**config.mk**
```make
export PLATFORM = sky130hd
export DESIGN_NAME = glitch_metric_mon
export DESIGN_NICKNAME = d
export VERILOG_FILES = /design/src/rtl/glitch_mon_pkg.sv /design/src/rtl/gm_therm_enc.sv /design/src/rtl/gm_ctrl_encode.sv /design/src/rtl/gm_weight_sum.sv /design/src/rtl/glitch_metric_mon.sv
export SDC_FILE = /design/constraint.sdc
export NUM_CORES = 1
export LEC_CHECK = 0
export ABC_AREA = 1
export ABC_CLOCK_PERIOD_IN_PS = 12100
export BUFFER_PORTS_ARGS = -buffer_cell sky130_fd_sc_hd__buf_2
export CELL_PAD_IN_SITES_DETAIL_PLACEMENT = 0
export CELL_PAD_IN_SITES_GLOBAL_PLACEMENT = 1
export CORE_UTILIZATION = 46
export CTS_CLUSTER_SIZE = 16
export DETAILED_ROUTE_END_ITERATION = 12
export PLACE_DENSITY = 0.92
export SYNTH_ARGS = -nofsm -noshare
export SYNTH_HDL_FRONTEND = slang
export SYNTH_SLANG_ARGS = --single-unit
```
**constraint.sdc**
```tcl
create_clock -name clk -period 12.1 [get_ports clk]
set_input_delay 2.42 -clock clk [delete_from_list [all_inputs] [get_ports clk]]
set_output_delay 2.42 -clock clk [all_outputs]
set_load 0.005 [all_outputs]
```
**src/rtl/glitch_mon_pkg.sv**
```systemverilog
package glitch_mon_pkg;

    typedef enum logic [1:0] {
        CODE_BINARY  = 2'd0,
        CODE_SEGMENT = 2'd1,
        CODE_DECOMP  = 2'd2
    } code_mode_e;

    // Number of switch-control lines for a coding scheme.
    function automatic int cw_width(code_mode_e md, int n, int m);
        case (md)
            CODE_SEGMENT: return (n - m) + (1 << m) - 1;
            CODE_DECOMP:  return (1 << m) * (n - m) + (1 << m) - 1;
            default:      return n;
        endcase
    endfunction

    // log2 of the unit-weight count of control line idx.
    function automatic int cw_wexp(code_mode_e md, int n, int m, int idx);
        case (md)
            CODE_SEGMENT: return (idx < n - m) ? idx : n - m;
            CODE_DECOMP:  return (idx < (1 << m) * (n - m)) ? idx % (n - m) : 0;
            default:      return idx;
        endcase
    endfunction

endpackage

```
**src/rtl/gm_therm_enc.sv**
```systemverilog
module gm_therm_enc #(
    parameter int TB = 2
) (
    input  logic [TB-1:0]      bin_in,
    output logic [(1<<TB)-2:0] therm_out
);
    localparam int THW = (1 << TB) - 1;

    always_comb begin
        for (int i = 0; i < THW; i++) begin
            therm_out[i] = (int'(bin_in) > i);
        end
    end

    // Lines fill from the bottom: no one above a zero.
    always_comb begin
        assert_therm_shape_R4: assert ((therm_out & (therm_out + THW'(1))) == '0);
    end
endmodule

```
**src/rtl/gm_ctrl_encode.sv**
```systemverilog
module gm_ctrl_encode
    import glitch_mon_pkg::*;
#(
    parameter int         N    = 6,
    parameter code_mode_e MODE = CODE_DECOMP,
    parameter int         M    = 2,
    parameter int         CW_W = cw_width(MODE, N, M)
) (
    input  logic [N-1:0]    code,
    output logic [CW_W-1:0] cw
);
    generate
        if (MODE == CODE_BINARY) begin : g_bin
            assign cw = code;
        end else if (MODE == CODE_SEGMENT) begin : g_seg
            if (M < N) begin : g_low
                assign cw[N-M-1:0] = code[N-M-1:0];
            end
            gm_therm_enc #(.TB(M)) u_therm (
                .bin_in    (code[N-1:N-M]),
                .therm_out (cw[CW_W-1:N-M])
            );
        end else begin : g_dec
            localparam int LEAVES = 1 << M;
            localparam int LW     = N - M;
            logic [N-1:0]        node [LEAVES];
            logic [LEAVES-2:0]   split_line;
            logic [N-1:0]        low_part;
            logic [N-1:0]        low_mask;
            logic                top_bit;

            always_comb begin
                for (int k = 0; k < LEAVES; k++) node[k] = '0;
                split_line = '0;
                low_part   = '0;
                low_mask   = '0;
                top_bit    = 1'b0;
                node[0]    = code;
                for (int l = 0; l < M; l++) begin
                    // descending k: children 2k, 2k+1 never overwrite an unread parent
                    for (int k = LEAVES - 1; k >= 0; k--) begin
                        if (k < (1 << l)) begin
                            low_mask  = (N'(1) << (N - 1 - l)) - N'(1);
                            top_bit   = node[k][N-1-l];
                            low_part  = node[k] & low_mask;
                            node[2*k]   = low_part | (top_bit ? low_mask : '0);
                            node[2*k+1] = top_bit ? low_part : '0;
                            split_line[(1 << l) - 1 + k] = top_bit;
                        end
                    end
                end
                cw = '0;
                for (int k = 0; k < LEAVES; k++) begin
                    for (int j = 0; j < LW; j++) begin
                        cw[k*LW + j] = node[k][j];
                    end
                end
                for (int s = 0; s < LEAVES - 1; s++) begin
                    cw[LEAVES*LW + s] = split_line[s];
                end
            end
        end
    endgenerate
endmodule

```
**src/rtl/gm_weight_sum.sv**
```systemverilog
module gm_weight_sum
    import glitch_mon_pkg::*;
#(
    parameter int         N    = 6,
    parameter code_mode_e MODE = CODE_DECOMP,
    parameter int         M    = 2,
    parameter int         CW_W = cw_width(MODE, N, M)
) (
    input  logic [CW_W-1:0] prev_cw,
    input  logic [CW_W-1:0] cur_cw,
    output logic [N-1:0]    total
);
    always_comb begin
        total = '0;
        for (int i = 0; i < CW_W; i++) begin
            if (prev_cw[i] != cur_cw[i]) begin
                total = total + (N'(1) << cw_wexp(MODE, N, M, i));
            end
        end
    end

    always_comb begin
        if (prev_cw == cur_cw) begin
            assert_no_toggle_zero_R9: assert (total == '0);
        end
    end
endmodule

```
**src/rtl/glitch_metric_mon.sv**
```systemverilog
module glitch_metric_mon
    import glitch_mon_pkg::*;
#(
    parameter int         N    = 6,
    parameter code_mode_e MODE = CODE_DECOMP,
    parameter int         M    = 2
) (
    input  logic         clk,
    input  logic         rst,
    input  logic         clr_max,
    input  logic         in_valid,
    input  logic [N-1:0] in_code,
    output logic         metric_valid,
    output logic [N-1:0] metric,
    output logic [N-1:0] max_metric
);
    localparam int CW_W = cw_width(MODE, N, M);

    typedef struct packed {
        logic         vld;
        logic [N-1:0] val;
    } score_t;

    logic [CW_W-1:0] cw_cur;
    logic [CW_W-1:0] cw_prev;
    logic            have_prev;
    logic [N-1:0]    step_sum;
    logic            pair_ok;
    score_t          score_q;
    logic [N-1:0]    max_q;

    gm_ctrl_encode #(.N(N), .MODE(MODE), .M(M), .CW_W(CW_W)) u_enc (
        .code (in_code),
        .cw   (cw_cur)
    );

    gm_weight_sum #(.N(N), .MODE(MODE), .M(M), .CW_W(CW_W)) u_sum (
        .prev_cw (cw_prev),
        .cur_cw  (cw_cur),
        .total   (step_sum)
    );

    assign pair_ok = in_valid && have_prev;

    always_ff @(posedge clk) begin
        if (rst) begin
            cw_prev   <= '0;
            have_prev <= 1'b0;
            score_q   <= '0;
            max_q     <= '0;
        end else begin
            score_q.vld <= pair_ok;
            if (pair_ok) score_q.val <= step_sum;
            if (in_valid) begin
                cw_prev   <= cw_cur;
                have_prev <= 1'b1;
            end
            if (clr_max) begin
                max_q <= '0;
            end else if (pair_ok && step_sum > max_q) begin
                max_q <= step_sum;
            end
        end
    end

    assign metric_valid = score_q.vld;
    assign metric       = score_q.val;
    assign max_metric   = max_q;

    assert_first_silent_R2: assert property (@(posedge clk) disable iff (rst)
        (in_valid && !have_prev) |=> !metric_valid);

    assert_idle_silent_R2: assert property (@(posedge clk) disable iff (rst)
        !in_valid |=> !metric_valid);

    assert_max_covers_R8: assert property (@(posedge clk) disable iff (rst)
        (metric_valid && !$past(clr_max)) |-> (max_metric >= metric));

    assert_max_monotone_R8: assert property (@(posedge clk) disable iff (rst)
        !clr_max |=> (max_metric >= $past(max_metric)));

    assert_clear_R8: assert property (@(posedge clk) disable iff (rst)
        clr_max |=> (max_metric == '0));
endmodule

```
==> summary.txt, run 1 <==
Worst setup path
  – Reg2reg start: cw_prev[0]
  – Critical path peak fanout: 11
  – CP max-delay cell: or2_2
  – Worst Setup End Kind: flop
  – Arr. time, crit path: between 9000 and 10000 ps
  – Crit path top cell by count: nand2_1
  – Crit Path Category: in -> reg
  – CP max stage delay: 290 ps
  – Critical path data required time: between 10000 and 15000 ps
  – R2R Setup Slk: 5360 ps
  – Startpoint class of the critical path: input pin
  – Critical Path Source: in_code[5]

Place
  – I/O Buffers: 22
  – Hpwl dp: 5830 um
  – GPL Wtd Cong: 0.819
  – Inst Count DP: about 700

STA
  – Final min period: 8900 ps
  – Slew @ Worst Pin: 586 ps
  – RSZ-0062 raised after global routing: false
  – Pins Over Slew Limit: 0
  – Clock skew: 2.84 ps
  – Setup_tns: 0 ps
  – Fin crit share: 73.5%
  – Hold Violations, Final: 0
  – F_max: 112 MHz
  – Setup violators final: 0
  – Slew margin rel.: 60.8%

Yosys
  – Synthesized instance count: a little under 600
  – Syn Nets: 613
  – Yosys warnings: 0
  – Yosys cell types: 35
  – Post-Syn Area: between 3000 and 4000 um2
  – Flops & latches, synth: 33
  – Seq/Total Area, Yosys: between 10% and 20%
  – Mean post-synth cell area: 5.91 um2

Die
  – Vert. Die Dim: 88.5 um
  – DIE AREA: 7830 um2
  – CORE AREA: 7250 um2
  – Starting Density: 47.5%
  – Row count: 31
  – Chip width: between 80 and 90 um
  – Top-level I/O count: 23

Layout
  – Filler Cell Count: around 800
  – Layout cell share with drive strength beyond 1: 13.2%
  – Diode count: 0
  – Final #Nets: 634
  – Final Instance Count excl. Fillers: 703
  – Register area: 661 um2
  – Area growth from synthesis to layout: 8.22%
  – Area of the multi-input gates: 2260 um2

Routing
  – DRT Pass-1 Iters: 4
  – Vias/cell: 4.75
  – Via count: 3338
  – Starting DRT DRC Count: around 120
  – ANT nets after route: 0
  – Final WL: 7170 um
  – DRC viols: 0
  – WL/cell: 10.2 um

Global routing
  – GRT Residual Overflow: 0
  – GRT Total Usage: 21.1%
  – Initial antenna violation count: 0
  – Vias in the first global route: 3227
  – First-pass GRT wire length: 13200 um
  – Largest net degree at the start of global routing: 22

Clock network
  – Clock transition at path regs: 70 ps
  – TritonCTS clock tree: built
  – Number of H-tree levels: 2
  – Worst-case clock buffer depth: 2
  – # clock sinks: 33
  – CTS resizes: 0
  – Cts bufs inserted: 5
  – Clock root buffer: clkbuf_8
  – Clock latency on the worst-skew pair: between 200 and 300 ps
  – Cts hold-fix bufs: 0
  – Post-CTS setup buffer count: 0

Min path
  – Hold crit path type: reg -> reg
  – Hold Path Origin: have_prev

Power
  – Peak supply drop: 0.118 mV
  – Pleak: 2.25 nW
  – Power Density: 180 nW/um2

Flow run
  – Number of max-cap violations: 0

Run status
  – Outcome: finished, final reports clean
path summary, 6_finish.rpt:
kind	end	cells past startpoint
max reg2reg	max_metric[5]	61
max	max_metric[5]	62
min	have_prev	2
min reg2reg	have_prev	2
cell type report:
| class | instances | share of cell area [%] |
|---|---|---|
| tap | 99 | 3.33 |
| timing repair buffer | 22 | 2.96 |
| multi-input combinational | 417 | 60.8 |
| sequential | 33 | 17.7 |
| inverter | 124 | 12.5 |
| clock inverter | 1 | 0.134 |
| clock buffer | 7 | 2.59 |
metal layers:
metal  part of all wire, %  wire length, um  up-vias  GRT usage, %
li1                      -                -     1843             -
met2                    44             3170       39          36.4
met3                   2.0              142       12          2.15
met1                    52             3730     1444          27.3
met4                   1.8              132        0          7.62
met5                     0                0        -             0
registers in the layout (all words and copies together) (netlist names):
| name | flops |
|---|---|
| max_metric | 6 |
| have_prev | 1 |
| cw_prev | 19 |
| metric | 6 |
| metric_valid | 1 |
synth_stat cells:
| cell | number | area [um2] |
|---|---|---|
| nor2_2 | 2 | 12.5 |
| xor2_4 | 1 | 27.5 |
| inv_1 | 115 | 432 |
| xnor2_1 | 1 | 8.76 |
| dfxtp_1 | 33 | 661 |
| and2_1 | 2 | 12.5 |
| clkinv_1 | 3 | 11.3 |
| o211ai_1 | 3 | 22.5 |
| nand3_1 | 65 | 325 |
| buf_6 | 3 | 33.8 |
| xor2_2 | 1 | 16.3 |
| or2_2 | 1 | 6.26 |
| o211ai_2 | 1 | 12.5 |
| o21ai_4 | 1 | 16.3 |
| nand2_2 | 22 | 138 |
| or2_0 | 1 | 6.26 |
| clkbuf_1 | 5 | 18.8 |
| nand4_1 | 3 | 18.8 |
| o2111ai_1 | 1 | 8.76 |
| nor3_2 | 1 | 10.0 |
| nand3_2 | 9 | 90.1 |
| inv_2 | 6 | 22.5 |
| a221oi_1 | 3 | 26.3 |
| o21ai_2 | 2 | 17.5 |
| nor3_1 | 1 | 5.00 |
| ha_1 | 21 | 263 |
| nor2_8 | 1 | 20.0 |
| nor2_4 | 2 | 22.5 |
| xor2_1 | 16 | 140 |
| o21ai_1 | 6 | 30.0 |
| nand3b_1 | 4 | 30.0 |
| nor2_1 | 47 | 176 |
| a21oi_1 | 17 | 85.1 |
| nand2_1 | 156 | 586 |
| o21ai_0 | 26 | 130 |
metrics by stage:
| stage | total power (W) | util, % | setup slack [ps] | hold slack [ps] | instance area (um2) |
|---|---|---|---|---|---|
| 2_1_floorplan | 0.000498 | - | 3550 | 435 | 3440 |
| 3_3_place_gp | 0.000565 | 50.0 | 3030 | 448 | 3620 |
| 3_5_place_dp | 0.000578 | 50.0 | 2920 | 466 | 3620 |
| 4_1_cts | 0.000677 | 51.4 | 3200 | 482 | 3720 |
| 5_1_grt | 0.000767 | 51.4 | 2220 | 520 | 3720 |
| 6_report | 0.000671 | 51.4 | 3200 | 483 | 3720 |
cells in the final DEF (no fill, tap or decap), drive strengths merged, types with 7 or more instances in the layout:
cell,n
nor2,52
nand3,74
inv,121
o21ai,35
dfxtp,33
clkbuf,7
ha,21
a21oi,17
nand2,178
xor2,18
buf,22
power by group:
| group | total [W] | internal [W] | switching, W |
|---|---|---|---|
| combinational | 0.000453 | 0.000165 | 0.000288 |
| clock | 0.0000932 | 0.0000514 | 0.0000418 |
| sequential | 0.000125 | 0.000119 | 0.00000570 |
| total | 0.000671 | 0.000335 | 0.000336 |
worst max-delay path: cells and delay by family:
kind                     cells  cell delay [ps]
AND/OR/NAND/NOR             42             3770
adder cells (fa/ha/maj)      7             1660
buffers and inverters       12             1060
AO/OA/AOI/OAI                1              170
kinds of logic (layout without fill, tap and decap cells):
| family | Yosys count | in the layout | share of synthesized area, % |
|---|---|---|---|
| DFF | 33 | 33 | 19.2 |
| and+or+nand+nor | 317 | 317 | 42.4 |
| adders and majority gates | 21 | 21 | 7.63 |
| xor gates and xnor gates | 19 | 19 | 5.60 |
| buffers and inverters | 132 | 154 | 15.0 |
| AOI/OAI and AO/OA | 60 | 60 | 10.1 |
Note: power is estimated with default switching activity, not from simulation.
==> run 2: changes to the inputs <==
Settings changed: ABC_CLOCK_PERIOD_IN_PS 12100 to 9000, CORE_UTILIZATION 46 to 43, PLACE_DENSITY 0.92 to 0.87.
Clock period 12.1 ns to 9 ns, I/O delays scaled along.
==> summary.txt, run 2 (synthesized netlist as in run 1, its figures left out) <==
Worst setup path
  – Critical path data required time: approximately 9200 ps
  – CP max stage delay: 300 ps
  – Crit path top cell by count: nand2_1
  – Arr. time, crit path: about 8400 ps
  – Crit Path Category: in -> reg
  – Startpoint class of the critical path: input pin
  – Critical path peak fanout: 10
  – CP max-delay cell: ha_2
  – Worst Setup End Kind: flop

Routing
  – WL/cell: between 10 and 15 um
  – Vias/cell: around 4.7
  – ANT nets after route: 0
  – DRC viols: 0
  – Starting DRT DRC Count: 88
  – DRT Pass-1 Iters: 5
  – Final WL: 7160 um
  – Via count: 3326

STA
  – Slew @ Worst Pin: 558 ps
  – Fin crit share: 91.2%
  – Hold slack: between 400 and 500 ps
  – Clock skew: about 6.1 ps
  – Slew margin rel.: 62.5%
  – Pins Over Slew Limit: 0
  – Final min period: just over 8000 ps
  – F_max: 122 MHz
  – Setup violators final: 0
  – Hold Violations, Final: 0

Layout
  – Design area: 3810 um2
  – Final #Nets: 636
  – Diode count: 0
  – Most flops, register: cw_prev
  – Util after Layout: between 40% and 50%
  – Area growth from synthesis to layout: 10.7%
  – Largest register FFs: 19
  – Commonest non-fill, non-tap cells in the layout: nand2_1 (153), inv_1 (113), nand3_1 (63), nor2_1 (47), dfxtp_1 (33)
  – Layout cell share with drive strength beyond 1: 14.9%
  – Commonest non-fill, non-tap cell in the layout: nand2_1

Place
  – Hpwl dp: a little under 6000 um
  – Area post-placement: 3630 um2
  – GPL Wtd Cong: ~0.81
  – I/O Buffers: 22

Global routing
  – Initial antenna violation count: 0
  – First-pass GRT wire length: 13100 um
  – Vias in the first global route: about 3100
  – GRT Residual Overflow: 0
  – GRT Max-Usage Layer: met2
  – GR Util met1: 25.0%
  – M3 GR Usage: approximately 1.8%
  – Largest net degree at the start of global routing: 22
  – GRT Total Usage: 18.6%
  – Met2 usage: 32.3%

Clock network
  – Cts bufs inserted: 5
  – Cts hold-fix bufs: 0
  – Worst-case clock buffer depth: 2
  – Clock latency on the worst-skew pair: 280 ps
  – Clock root buffer: clkbuf_8
  – # clock sinks: 33
  – TritonCTS clock tree: built
  – Clock transition at path regs: 70 ps
  – Number of H-tree levels: 2

Die
  – Chip width: 91.5 um
  – CORE AREA: between 7000 and 8000 um2
  – Row count: 32
  – DIE AREA: approximately 8400 um2
  – Top-level I/O count: 23
  – Starting Density: between 40% and 50%
  – Vert. Die Dim: 91.5 um

Power
  – Peak supply drop: around 0.17 mV
  – Power Density: 249 nW/um2
  – Pleak: about 2.3 nW
  – Design Power: 0.000947 W

Min path
  – Hold crit path type: reg -> reg

Flow run
  – Number of max-cap violations: 0

Run status
  – Outcome: finished, final reports clean
[run 2: cell count changes in the layout (fill, tap and decap cells not counted), sizes merged]
cell and delta:
bufinv +1, clkbuf +1, clkinv -1, buf +1, clkinvlp +1, inv -1
[run 2: cell type report]
| class | instances | area, um2 |
|---|---|---|
| clock buffer | 7 | 86.3 |
| clock inverter | 1 | 30.0 |
| fill | 817 | 3920 |
| inverter | 124 | 474 |
| multi-input combinational | 417 | 2300 |
| sequential | 33 | 661 |
| tap | 102 | 128 |
| timing repair buffer | 24 | 130 |
[run 2: worst paths after layout]
path	startpoint	endpoint	slack, ps	cells past startpoint
worst min-delay path	have_prev	have_prev	470	2
worst min register to register	have_prev	have_prev	470	2
worst max-delay path	in_code[4]	max_metric[3]	790	58
worst max register to register	cw_prev[0]	max_metric[3]	2280	57
[run 2: stage by stage]
stage	cells	setup WS [ps]	TNS [ps]
2_1_floorplan	582	1070	0
3_3_place_gp	698	491	0
3_5_place_dp	698	325	0
4_1_cts	706	617	0
5_1_grt	708	-17.1	-40.7
6_report	708	789	0
[run 2: worst max-delay path, delay by kind of cell]
kind                       cells  cell delay, ps
buffers and inverters         10             680
and+or+nand+nor               39            3550
AOI/OAI and AO/OA              2             450
adders and majority gates      7            1830
[run 2: what timing repair did]
item                                    in CTS  in global routing
gates resized for setup                      0                 17
setup buffers                                0                  2
endpoints found under the setup margin       0                  6
[run 2: per-layer routing]
metal  vias up  part of all wire [%]
met5         -                     0
met4         0                  0.41
met3         2                   2.1
met2        25                    44
met1      1437                    54
li1       1862                     -
[run 2: where the power goes]
part           switching (W)  internal [W]  total, W
logic               0.000405      0.000232  0.000636
registers         0.00000756      0.000160  0.000167
clock network      0.0000536     0.0000903  0.000144
total               0.000466      0.000482  0.000947
==> run 3: changes to the inputs <==
Settings changed: CORE_UTILIZATION 43 to 35, PLACE_DENSITY 0.87 to 0.74.
==> summary.txt, run 3 (synthesized netlist as in run 1, its figures left out) <==
STA
  – Setup_tns: 0 ps
  – F_max: 123 MHz
  – Fin crit share: slightly above 90%
  – Crit path setup slack, layout: 844 ps
  – Hold Violations, Final: 0
  – Final min period: 8160 ps
  – Clock skew: 3.12 ps
  – Slew @ Worst Pin: approximately 610 ps
  – Slew margin rel.: 59.2%
  – Pins Over Slew Limit: 0
  – Setup violators final: 0

Clock network
  – Clock root buffer: clkbuf_8
  – # clock sinks: 33
  – Clock transition at path regs: 70 ps
  – Worst-case clock buffer depth: 2
  – TritonCTS clock tree: built
  – Clock latency on the worst-skew pair: 280 ps
  – Cts bufs inserted: 5
  – Number of H-tree levels: 2

Worst setup path
  – Crit path top cell by count: nand2_1
  – Largest delay contributor family on the critical path: simple AND/OR/NAND/NOR gates
  – Arr. time, crit path: 8340 ps
  – Startpoint class of the critical path: input pin
  – CP max-delay cell: or2_2
  – Crit Path Category: in -> reg
  – CP Buf/Inv Count: 13
  – Critical path data required time: 9180 ps
  – Critical path peak fanout: 10
  – Worst Setup End Kind: flop
  – CP max stage delay: 290 ps

Layout
  – Most flops, register: cw_prev
  – Area growth from synthesis to layout: 11.5%
  – Layout cell share with drive strength beyond 1: approximately 16%
  – Commonest non-fill, non-tap cells in the layout: nand2_1 (151), inv_1 (113), nand3_1 (62), nor2_1 (47), dfxtp_1 (33)
  – Final Instance Count excl. Fillers: 735
  – Filler Cell Count: approximately 1000
  – Final #Nets: about 640
  – Largest register FFs: 19
  – Diode count: 0
  – Commonest non-fill, non-tap cell in the layout: nand2_1

Routing
  – Vias/cell: 4.54
  – DRT Pass-1 Iters: 4
  – Starting DRT DRC Count: 62
  – ANT nets after route: 0
  – DRC viols: 0
  – Via count: roughly 3300
  – Final WL: 7420 um
  – WL/cell: 10.1 um

Global routing
  – Initial antenna violation count: 0
  – Vias in the first global route: 3069
  – GRT Max-Usage Layer: met2
  – GRT Residual Overflow: 0
  – GR Util met1: a little over a fifth
  – M3 GR Usage: 1.59%
  – GRT Total Usage: 15.8%
  – Met2 usage: 26.4%
  – Largest net degree at the start of global routing: 22
  – First-pass GRT wire length: 13200 um

Place
  – GPL Wtd Cong: 0.763
  – Hpwl dp: 6060 um
  – Inst Count DP: ~730
  – Pre-CTS worst setup slack: 308 ps
  – I/O Buffers: 22

Flow run
  – Number of max-cap violations: 0

Min path
  – Hold crit path type: reg -> reg

Power
  – Power Density: approximately 240 nW/um2
  – Peak supply drop: between 0.1 and 0.15 mV
  – Pleak: 2.26 nW

Die
  – Starting Density: a little under two fifths
  – CORE AREA: 9370 um2
  – Vert. Die Dim: between 100 and 150 um
  – Row count: 35
  – Chip width: 101 um
  – Top-level I/O count: 23
  – DIE AREA: 10200 um2

Run status
  – Outcome: finished, final reports clean
[run 3: changes by cell type in the layout (fill, tap and decap cells not counted), sizes merged]
cell | before | now
inv | 120 | 121
clkinv | 3 | 4
clkinvlp | 1 | 0
bufinv | 1 | 0
[run 3: repair_timing]
item,4_1_cts,5_1_grt
hold buffers,0,0
buffers inserted,0,2
setup endpoints to repair,0,6
gates resized for setup,0,21
[run 3: cell type report]
type                    count  area [um2]  share of cell area, %
inverters                 124         473                   12.3
flip-flops and latches     33         661                   17.2
repair buffers             24         130                   3.39
multi-input cells         417        2310                   60.2
clock inverters             1        5.00                  0.130
clock buffers               7        96.3                   2.51
well taps                 129         161                   4.20
[run 3: stage by stage]
stage               cell area, um2  power [W]  hold WS (ps)  utilization [%]
floorplan                     3440   0.000670           435                -
global placement              3660   0.000768           451             39.1
detailed placement            3660   0.000779           460             39.1
CTS                           3760   0.000908           475             40.1
global route                  3840    0.00106           520             41.0
finish                        3840   0.000928           473             41.0
[run 3: power breakdown]
part	switching, W	internal (W)	total (W)	leakage, nW
sequential	0.00000756	0.000160	0.000167	0.272
combinational	0.000405	0.000231	0.000636	1.94
clock	0.0000557	0.0000692	0.000125	0.0542
total	0.000468	0.000460	0.000928	2.26
[run 3: worst paths after layout]
path	start	endpoint	slack, ps	cells past startpoint
worst min-delay path	have_prev	have_prev	470	2
worst min register to register	have_prev	have_prev	470	2
worst max register to register	cw_prev[0]	max_metric[5]	2320	61
worst max-delay path	in_code[4]	max_metric[5]	840	64
[run 3: worst reg2reg max path, delay by kind of cell, from the launching register on]
family / cells / cell delay (ps)
buf+inv: 12 / 710
fa+ha+maj: 7 / 1710
compound gates: 1 / 250
flops: 1 / 310
simple gates: 41 / 3590
[run 3: per-layer routing]
metal	up-vias	wire length, um
li1	1853	-
met1	1438	4050
met2	42	3150
met3	5	161
met4	0	59
met5	-	0
